===== src/rtl/crtc_pkg.sv =====
package crtc_pkg;
    localparam int REG_AW = 4;
    localparam int REG_DW = 32;
    localparam int HI_LSB = 16;

    localparam logic [REG_AW-1:0] A_HTOT = 4'd0;
    localparam logic [REG_AW-1:0] A_VTOT = 4'd1;
    localparam logic [REG_AW-1:0] A_HBLK = 4'd2;
    localparam logic [REG_AW-1:0] A_VBLK = 4'd3;
    localparam logic [REG_AW-1:0] A_HACT = 4'd4;
    localparam logic [REG_AW-1:0] A_VACT = 4'd5;
    localparam logic [REG_AW-1:0] A_HSYN = 4'd6;
    localparam logic [REG_AW-1:0] A_VSYN = 4'd7;
    localparam logic [REG_AW-1:0] A_MODE = 4'd8;
    localparam logic [REG_AW-1:0] A_CTRL = 4'd9;
    localparam logic [REG_AW-1:0] A_BCOL = 4'd10;
    localparam logic [REG_AW-1:0] A_OCOL = 4'd11;

    typedef enum logic [1:0] {
        SEL_BLANK    = 2'd0,
        SEL_OVERSCAN = 2'd1,
        SEL_PIXEL    = 2'd2
    } px_sel_e;
endpackage


===== src/rtl/crtc_regs.sv =====
module crtc_regs
    import crtc_pkg::*;
#(
    parameter int CNT_W   = 12,
    parameter int COLOR_W = 10
) (
    input  logic                   clk,
    input  logic                   rst_n,
    input  logic                   wr_en,
    input  logic [REG_AW-1:0]      wr_addr,
    input  logic [REG_DW-1:0]      wr_data,
    input  logic                   frame_end,
    output logic [CNT_W-1:0]       h_total,
    output logic [CNT_W-1:0]       v_total,
    output logic [CNT_W-1:0]       hb_start,
    output logic [CNT_W-1:0]       hb_end,
    output logic [CNT_W-1:0]       vb_start,
    output logic [CNT_W-1:0]       vb_end,
    output logic [CNT_W-1:0]       ha_start,
    output logic [CNT_W-1:0]       ha_end,
    output logic [CNT_W-1:0]       va_start,
    output logic [CNT_W-1:0]       va_end,
    output logic [CNT_W-1:0]       hs_end,
    output logic [CNT_W-1:0]       vs_end,
    output logic                   hs_pol,
    output logic                   vs_pol,
    output logic                   ilace,
    output logic                   adv_mode,
    output logic                   en,
    output logic                   bde,
    output logic [3*COLOR_W-1:0]   bcol,
    output logic [3*COLOR_W-1:0]   ocol
);
    localparam int COL_W = 3 * COLOR_W;

    typedef struct packed {
        logic [CNT_W-1:0] h_total;
        logic [CNT_W-1:0] v_total;
        logic [CNT_W-1:0] hb_start;
        logic [CNT_W-1:0] hb_end;
        logic [CNT_W-1:0] vb_start;
        logic [CNT_W-1:0] vb_end;
        logic [CNT_W-1:0] ha_start;
        logic [CNT_W-1:0] ha_end;
        logic [CNT_W-1:0] va_start;
        logic [CNT_W-1:0] va_end;
        logic [CNT_W-1:0] hs_end;
        logic [CNT_W-1:0] vs_end;
        logic             hs_pol;
        logic             vs_pol;
        logic             ilace;
        logic             adv;
    } timing_t;

    typedef struct packed {
        timing_t          pend;
        timing_t          act;
        logic             en;
        logic             bde;
        logic [COL_W-1:0] bcol;
        logic [COL_W-1:0] ocol;
    } regs_t;

    regs_t q, d;
    logic [CNT_W-1:0] lo_f, hi_f;

    always_comb begin
        lo_f = wr_data[CNT_W-1:0];
        hi_f = wr_data[HI_LSB+CNT_W-1:HI_LSB];
        d = q;
        // working copy follows pending copy at frame end or while stopped
        if (!q.en || frame_end) d.act = q.pend;
        if (wr_en) begin
            case (wr_addr)
                A_HTOT: d.pend.h_total = lo_f;
                A_VTOT: d.pend.v_total = lo_f;
                A_HBLK: begin d.pend.hb_end = lo_f; d.pend.hb_start = hi_f; end
                A_VBLK: begin d.pend.vb_end = lo_f; d.pend.vb_start = hi_f; end
                A_HACT: begin d.pend.ha_start = lo_f; d.pend.ha_end = hi_f; end
                A_VACT: begin d.pend.va_start = lo_f; d.pend.va_end = hi_f; end
                A_HSYN: begin d.pend.hs_end = lo_f; d.pend.hs_pol = wr_data[REG_DW-1]; end
                A_VSYN: begin d.pend.vs_end = lo_f; d.pend.vs_pol = wr_data[REG_DW-1]; end
                A_MODE: begin d.pend.ilace = wr_data[0]; d.pend.adv = wr_data[1]; end
                A_CTRL: begin d.en = wr_data[REG_DW-1]; d.bde = wr_data[REG_DW-2]; end
                A_BCOL: d.bcol = wr_data[COL_W-1:0];
                A_OCOL: d.ocol = wr_data[COL_W-1:0];
                default: ;
            endcase
        end
    end

    always_ff @(posedge clk or negedge rst_n) begin
        if (!rst_n) q <= '0;
        else        q <= d;
    end

    assign h_total  = q.act.h_total;
    assign v_total  = q.act.v_total;
    assign hb_start = q.act.hb_start;
    assign hb_end   = q.act.hb_end;
    assign vb_start = q.act.vb_start;
    assign vb_end   = q.act.vb_end;
    assign ha_start = q.act.ha_start;
    assign ha_end   = q.act.ha_end;
    assign va_start = q.act.va_start;
    assign va_end   = q.act.va_end;
    assign hs_end   = q.act.hs_end;
    assign vs_end   = q.act.vs_end;
    assign hs_pol   = q.act.hs_pol;
    assign vs_pol   = q.act.vs_pol;
    assign ilace    = q.act.ilace;
    assign adv_mode = q.act.adv;
    assign en       = q.en;
    assign bde      = q.bde;
    assign bcol     = q.bcol;
    assign ocol     = q.ocol;
endmodule


===== src/rtl/crtc_counter.sv =====
module crtc_counter #(
    parameter int CNT_W   = 12,
    parameter int FRAME_W = 16
) (
    input  logic               clk,
    input  logic               rst_n,
    input  logic               en,
    input  logic [CNT_W-1:0]   h_total,
    input  logic [CNT_W-1:0]   v_total,
    input  logic               ilace,
    output logic [CNT_W-1:0]   pos_h,
    output logic [CNT_W-1:0]   pos_v,
    output logic               field,
    output logic [FRAME_W-1:0] frame_cnt,
    output logic               frame_end
);
    typedef struct packed {
        logic [CNT_W-1:0]   h;
        logic [CNT_W-1:0]   v;
        logic               field;
        logic [FRAME_W-1:0] frame;
    } cnt_t;

    cnt_t q, d;
    logic             half_line;
    logic [CNT_W-1:0] h_last;
    logic             line_end;

    always_comb begin
        // the extra line of an odd interlaced field is half as long
        half_line = (q.v > v_total);
        h_last    = half_line ? (h_total >> 1) : h_total;
        line_end  = (q.h == h_last);
        frame_end = en && line_end &&
                    (half_line || ((q.v == v_total) && !(ilace && q.field)));
        d = q;
        if (!en) begin
            d.h     = '0;
            d.v     = '0;
            d.field = 1'b0;
        end else if (line_end) begin
            d.h = '0;
            d.v = frame_end ? '0 : q.v + 1'b1;
            if (frame_end) begin
                d.field = ilace ? ~q.field : 1'b0;
                d.frame = q.frame + 1'b1;
            end
        end else begin
            d.h = q.h + 1'b1;
        end
    end

    always_ff @(posedge clk or negedge rst_n) begin
        if (!rst_n) q <= '0;
        else        q <= d;
    end

    assign pos_h     = q.h;
    assign pos_v     = q.v;
    assign field     = q.field;
    assign frame_cnt = q.frame;
endmodule


===== src/rtl/crtc_axis.sv =====
module crtc_axis #(
    parameter int CNT_W = 12
) (
    input  logic [CNT_W-1:0] cnt,
    input  logic [CNT_W-1:0] b_start,
    input  logic [CNT_W-1:0] b_end,
    input  logic [CNT_W-1:0] a_start,
    input  logic [CNT_W-1:0] a_end,
    input  logic [CNT_W-1:0] s_end,
    output logic             blank,
    output logic             in_act,
    output logic             sync_on
);
    always_comb begin
        // visible between blank end and blank start; blank wraps through 0
        blank   = !((cnt >= b_end) && (cnt < b_start));
        in_act  = (cnt >= a_start) && (cnt < a_end);
        sync_on = (cnt < s_end);
    end
endmodule


===== src/rtl/crtc_tg.sv =====
module crtc_tg
    import crtc_pkg::*;
#(
    parameter int CNT_W   = 12,
    parameter int COLOR_W = 10,
    parameter int FRAME_W = 16
) (
    input  logic                   clk,
    input  logic                   rst_n,
    input  logic                   wr_en,
    input  logic [3:0]             wr_addr,
    input  logic [31:0]            wr_data,
    input  logic [3*COLOR_W-1:0]   px_in,
    output logic                   hsync,
    output logic                   vsync,
    output logic                   hblank,
    output logic                   vblank,
    output logic                   de,
    output logic [1:0]             px_sel,
    output logic [3*COLOR_W-1:0]   px_out,
    output logic                   field,
    output logic [FRAME_W-1:0]     frame_cnt,
    output logic [CNT_W-1:0]       pos_h,
    output logic [CNT_W-1:0]       pos_v,
    output logic [2:0]             adv_line
);
    localparam int NAX = 2;

    logic [CNT_W-1:0] h_total, v_total, hb_start, hb_end, vb_start, vb_end;
    logic [CNT_W-1:0] ha_start, ha_end, va_start, va_end, hs_end, vs_end;
    logic             hs_pol, vs_pol, ilace, adv_mode, en, bde, frame_end;
    logic [3*COLOR_W-1:0] bcol, ocol;

    crtc_regs #(.CNT_W(CNT_W), .COLOR_W(COLOR_W)) u_regs (
        .clk(clk), .rst_n(rst_n), .wr_en(wr_en), .wr_addr(wr_addr),
        .wr_data(wr_data), .frame_end(frame_end),
        .h_total(h_total), .v_total(v_total),
        .hb_start(hb_start), .hb_end(hb_end), .vb_start(vb_start), .vb_end(vb_end),
        .ha_start(ha_start), .ha_end(ha_end), .va_start(va_start), .va_end(va_end),
        .hs_end(hs_end), .vs_end(vs_end), .hs_pol(hs_pol), .vs_pol(vs_pol),
        .ilace(ilace), .adv_mode(adv_mode), .en(en), .bde(bde),
        .bcol(bcol), .ocol(ocol)
    );

    crtc_counter #(.CNT_W(CNT_W), .FRAME_W(FRAME_W)) u_cnt (
        .clk(clk), .rst_n(rst_n), .en(en), .h_total(h_total), .v_total(v_total),
        .ilace(ilace), .pos_h(pos_h), .pos_v(pos_v), .field(field),
        .frame_cnt(frame_cnt), .frame_end(frame_end)
    );

    logic [CNT_W-1:0] ax_cnt [NAX];
    logic [CNT_W-1:0] ax_bs  [NAX];
    logic [CNT_W-1:0] ax_be  [NAX];
    logic [CNT_W-1:0] ax_as  [NAX];
    logic [CNT_W-1:0] ax_ae  [NAX];
    logic [CNT_W-1:0] ax_se  [NAX];
    logic             ax_blank [NAX];
    logic             ax_act   [NAX];
    logic             ax_sync  [NAX];

    assign ax_cnt[0] = pos_h;    assign ax_cnt[1] = pos_v;
    assign ax_bs[0]  = hb_start; assign ax_bs[1]  = vb_start;
    assign ax_be[0]  = hb_end;   assign ax_be[1]  = vb_end;
    assign ax_as[0]  = ha_start; assign ax_as[1]  = va_start;
    assign ax_ae[0]  = ha_end;   assign ax_ae[1]  = va_end;
    assign ax_se[0]  = hs_end;   assign ax_se[1]  = vs_end;

    for (genvar g = 0; g < NAX; g++) begin : g_axis
        crtc_axis #(.CNT_W(CNT_W)) u_axis (
            .cnt(ax_cnt[g]), .b_start(ax_bs[g]), .b_end(ax_be[g]),
            .a_start(ax_as[g]), .a_end(ax_ae[g]), .s_end(ax_se[g]),
            .blank(ax_blank[g]), .in_act(ax_act[g]), .sync_on(ax_sync[g])
        );
    end

    px_sel_e          sel;
    logic [CNT_W:0]   fp_sum;

    always_comb begin
        hsync  = en ? (ax_sync[0] ^ hs_pol) : hs_pol;
        vsync  = en ? (ax_sync[1] ^ vs_pol) : vs_pol;
        hblank = !en || ax_blank[0];
        vblank = !en || ax_blank[1];
        de     = en && !ax_blank[0] && !ax_blank[1];
        if (!de || bde)                   sel = SEL_BLANK;
        else if (ax_act[0] && ax_act[1])  sel = SEL_PIXEL;
        else                              sel = SEL_OVERSCAN;
        case (sel)
            SEL_PIXEL:    px_out = px_in;
            SEL_OVERSCAN: px_out = ocol;
            default:      px_out = bcol;
        endcase
        px_sel = sel;
        // front porch plus sync width, in lines
        fp_sum = {1'b0, v_total} + {{CNT_W{1'b0}}, 1'b1}
               - {1'b0, vb_start} + {1'b0, vs_end};
        if (!adv_mode)                         adv_line = 3'd2;
        else if (fp_sum <= (CNT_W+1)'(3))      adv_line = 3'd3;
        else                                   adv_line = 3'd4;
    end
endmodule


===== config.mk =====
export PLATFORM = sky130hd
export DESIGN_NAME = crtc_tg
export DESIGN_NICKNAME = d
export VERILOG_FILES = /design/src/rtl/crtc_pkg.sv /design/src/rtl/crtc_regs.sv /design/src/rtl/crtc_counter.sv /design/src/rtl/crtc_axis.sv /design/src/rtl/crtc_tg.sv
export SDC_FILE = /design/constraint.sdc
export NUM_CORES = 1
export LEC_CHECK = 0
export ABC_AREA = 1
export BUFFER_PORTS_ARGS = -buffer_cell sky130_fd_sc_hd__buf_2
export CAP_MARGIN = 30
export CORE_MARGIN = 10
export CORE_UTILIZATION = 45
export DETAILED_ROUTE_END_ITERATION = 16
export PLACE_DENSITY = 0.68
export SYNTH_ARGS = -nofsm -noshare
export SYNTH_HDL_FRONTEND = slang
export SYNTH_SLANG_ARGS = --single-unit

===== constraint.sdc =====
create_clock -name clk -period 4.05 [get_ports clk]
set_input_delay 0.6075 -clock clk [delete_from_list [all_inputs] [get_ports clk]]
set_output_delay 0.6075 -clock clk [all_outputs]
set_load 0.01 [all_outputs]

==> flow_summary.json <==
{
  "yosysWarnings": 0,
  "synth_most_common_cell": "nand2_1",
  "io-pin-count": 150,
  "clk_path_buf_depth": 3,
  "status": "complete, no violations",
  "synthDominantCellAreaShare_pct": 47.8,
  "final_nets": 2914,
  "worstMarginPinSlew_ps": 966,
  "crit_arrival_ps": 3300,
  "viasPerCell": 5.30,
  "grt_start_max_net_pins": 111,
  "finalClockSkew_ps": 23.4,
  "start_kind": "flop",
  "synth_area_leaders": "dfrtp_1 (48%), nand2_1 (13%), ha_1 (8.6%)",
  "synth_common_cells": "nand2_1 (732), dfrtp_1 (399), nand3_1 (272)",
  "die_y_microns": 236,
  "rsz0062_at_grt": "true",
  "peakVddDrop_uv": 416,
  "grtUsageTotal_pct": 21.5,
  "ys_seq_elements": 399,
  "design.core.area_sq_mm": 0.0457,
  "regArea_sq_mm": 0.00999,
  "async_flop_share_pct": 100,
  "hold_buffers": 0,
  "gp_congestion": 0.870,
  "leakage_nw": 12.6,
  "ant_nets": 0,
  "drcViolationCount": 0,
  "drive_gt1_share_pct": 13.2,
  "achievable-frequency_mhz": 256,
  "io_buffers": 149,
  "yosys.area.top_type": "dfrtp_1",
  "cp_max_fo": 4,
  "synth_edf_count": 0,
  "critPathCaptureType": "output pin",
  "worstPathRequired_ps": 3440,
  "slew_headroom_pct": 35.6,
  "clkLatencyLatePin_ps": 580,
  "cts_root_buf": "clkbuf_16",
  "whs_ps": 66.3,
  "cts_tree": "done",
  "antenna_found_initial": 4,
  "netlist_area_sq_mm": 0.0209,
  "grt_pass1_vias": 17600,
  "fin_cells": 3331,
  "multi_input_area_sq_mm": 0.00963,
  "path_clk_slew_ps": 60,
  "first_pass_iters": 7,
  "drt_first_iter_violations": 1374,
  "numCtsBuffers": 44,
  "hold_viol": 0,
  "synth-seq-area-share_pct": 47.8,
  "yosysUniqueCellTypes": 40,
  "dp.cells": 3238,
  "setup_viol_count_final": 0,
  "drv_slew": 0,
  "area_growth_syn_to_layout_pct": 16.1,
  "clock-sinks": 399,
  "critical_path_class": "flop to output pin",
  "htreeDepth": 2,
  "ys.flop_type": "dfrtp_1",
  "power.density_cell_area_mw_per_mm2": 662,
  "syn_inst": 2542,
  "post-route-period-util_pct": 96.5,
  "grt_overflow": 0,
  "num_vias": 17700,
  "maxCapViolCount": 0,
  "grt_pass1_wl_microns": 96900,
  "start_util_pct": 45.8,
  "dieArea_sq_mm": 0.0555,
  "rows": 78,
  "die_x_microns": 236,
  "syn-mean-instance-area_sq_um": 8.22,
  "nFillCells": 4265,
  "synth_nets": 2766,
  "wl_per_cell_microns": 18.2,
  "period_minus_slack_ps": 3910,
  "dp_hpwl_microns": 42600,
  "drt-total-wl_microns": 60700,
  "min_path_type": "primary input to async pin"
}
## state kept, by name, indices dropped and copies added (netlist names), 12 cells and up
register         cells
u_regs.va_start     12
u_regs.h_total      12
u_regs.va_end       12
u_regs.ocol         30
u_cnt.frame_cnt     16
u_regs.hb_start     12
u_regs.vb_end       12
u_cnt.pos_h         12
u_regs.hs_end       12
u_regs.q           148
u_regs.v_total      12
u_regs.vs_end       12
u_regs.ha_start     12
u_regs.vb_start     12
u_regs.bcol         30
u_cnt.pos_v         12
u_regs.hb_end       12
u_regs.ha_end       12
## cell type report
cell class | instances | share of cell area [%]
Clock inverter | 24 | 0.985
Multi-Input combinational cell | 1773 | 39.7
Timing Repair Buffer | 212 | 5.77
Clock buffer | 58 | 5.21
Tap cell | 600 | 3.09
Inverter | 260 | 4.02
Sequential cell | 399 | 41.2
Antenna cell | 5 | 0.0516
## placed cells by master (no fill, tap or decap), types with 45 or more instances in the layout
cell / n
nand3_1: 270
dfrtp_1: 398
buf_4: 50
nand2_1: 731
clkbuf_16: 45
a21oi_1: 150
ha_1: 135
buf_2: 148
o21ai_0: 116
inv_1: 239
nor2_1: 185
## timing repair
item | in CTS | in global routing
cloned | 0 | 0
setup endpoints to repair | 3 | 33
setup buffers | 2 | 4
pin swaps | 3 | 21
gates resized for setup | 4 | 40
endpoints found under the hold margin | 0 | 0
## stage by stage
step / setup slack [ps] / TNS (ps) / instance area [sq um] / utilization, % / power [mW]
after floorplan: 819 / 0 / 20900 / - / 9.63
after CTS: 3.34 / 0 / 24000 / 52.6 / 15.6
after global placement: 483 / 0 / 22500 / 49.2 / 11.2
after global routing: -87.2 / -204 / 24300 / 53.1 / 17.3
final: 140 / 0 / 24300 / 53.1 / 16.1
after detailed placement: 504 / 0 / 22500 / 49.3 / 11.3
## worst paths after layout
check / slack (ps) / cells after the start / end / start
setup / recovery: 140 / 16 / adv_line[0] / u_regs.v_total[2]$_DFFE_PN0P_
min in group clk: 280 / 2 / u_regs.ocol[28]$_DFFE_PN0P_ / wr_data[28]
max in group asynchronous: 3030 / 2 / u_regs.q[259]$_DFFE_PN0P_ / rst_n
hold reg to reg: 470 / 2 / u_regs.vs_end[10]$_DFFE_PN0P_ / u_regs.q[224]$_DFFE_PN0P_
setup reg to reg: 520 / 17 / u_regs.vb_start[4]$_DFFE_PN0P_ / u_cnt.pos_v[1]$_DFFE_PN0P_
hold / removal: 70 / 1 / u_cnt.frame_cnt[15]$_DFFE_PN0P_ / rst_n
## worst max-delay path, stage by stage (launching register included)
cell and delay (ps):
dfrtp_1 350, inv_2 50, fa_1 560, inv_2 50, ha_4 300, nand2_4 70, nor2_2 110, nor2_2 60
o21bai_2 190, a21boi_2 90, o21ai_2 150, xor2_1 160, nand2_1 70, nor2_1 100, nand3b_1 130, a21oi_2 160
buf_2 140
## report_power, final
| group | switching (mW) | internal [mW] |
|---|---|---|
| combinational | 3.72 | 2.47 |
| sequential | 0.745 | 5.03 |
| clock | 1.75 | 2.36 |
| total | 6.21 | 9.86 |
## logic make-up after synthesis
group / after synthesis / synth area share, %
buffers and inverters: 370 / 7.27
flip-flops: 399 / 47.8
AO/OA/AOI/OAI: 311 / 7.92
AND/OR/NAND/NOR: 1251 / 24.8
XOR/XNOR: 42 / 1.76
adder cells (fa/ha/maj): 155 / 9.71
multiplexers: 14 / 0.754
## per-layer routing
metal | vias to the layer above | track usage (%) | routed length, microns
li1 | 8491 | - | -
met1 | 8589 | 28.7 | 27400
met2 | 497 | 34.6 | 28000
met3 | 77 | 4.02 | 3710
met4 | 0 | 6.51 | 1700
met5 | - | 0 | 0
No activity file was read; power rests on OpenSTA's default activity.
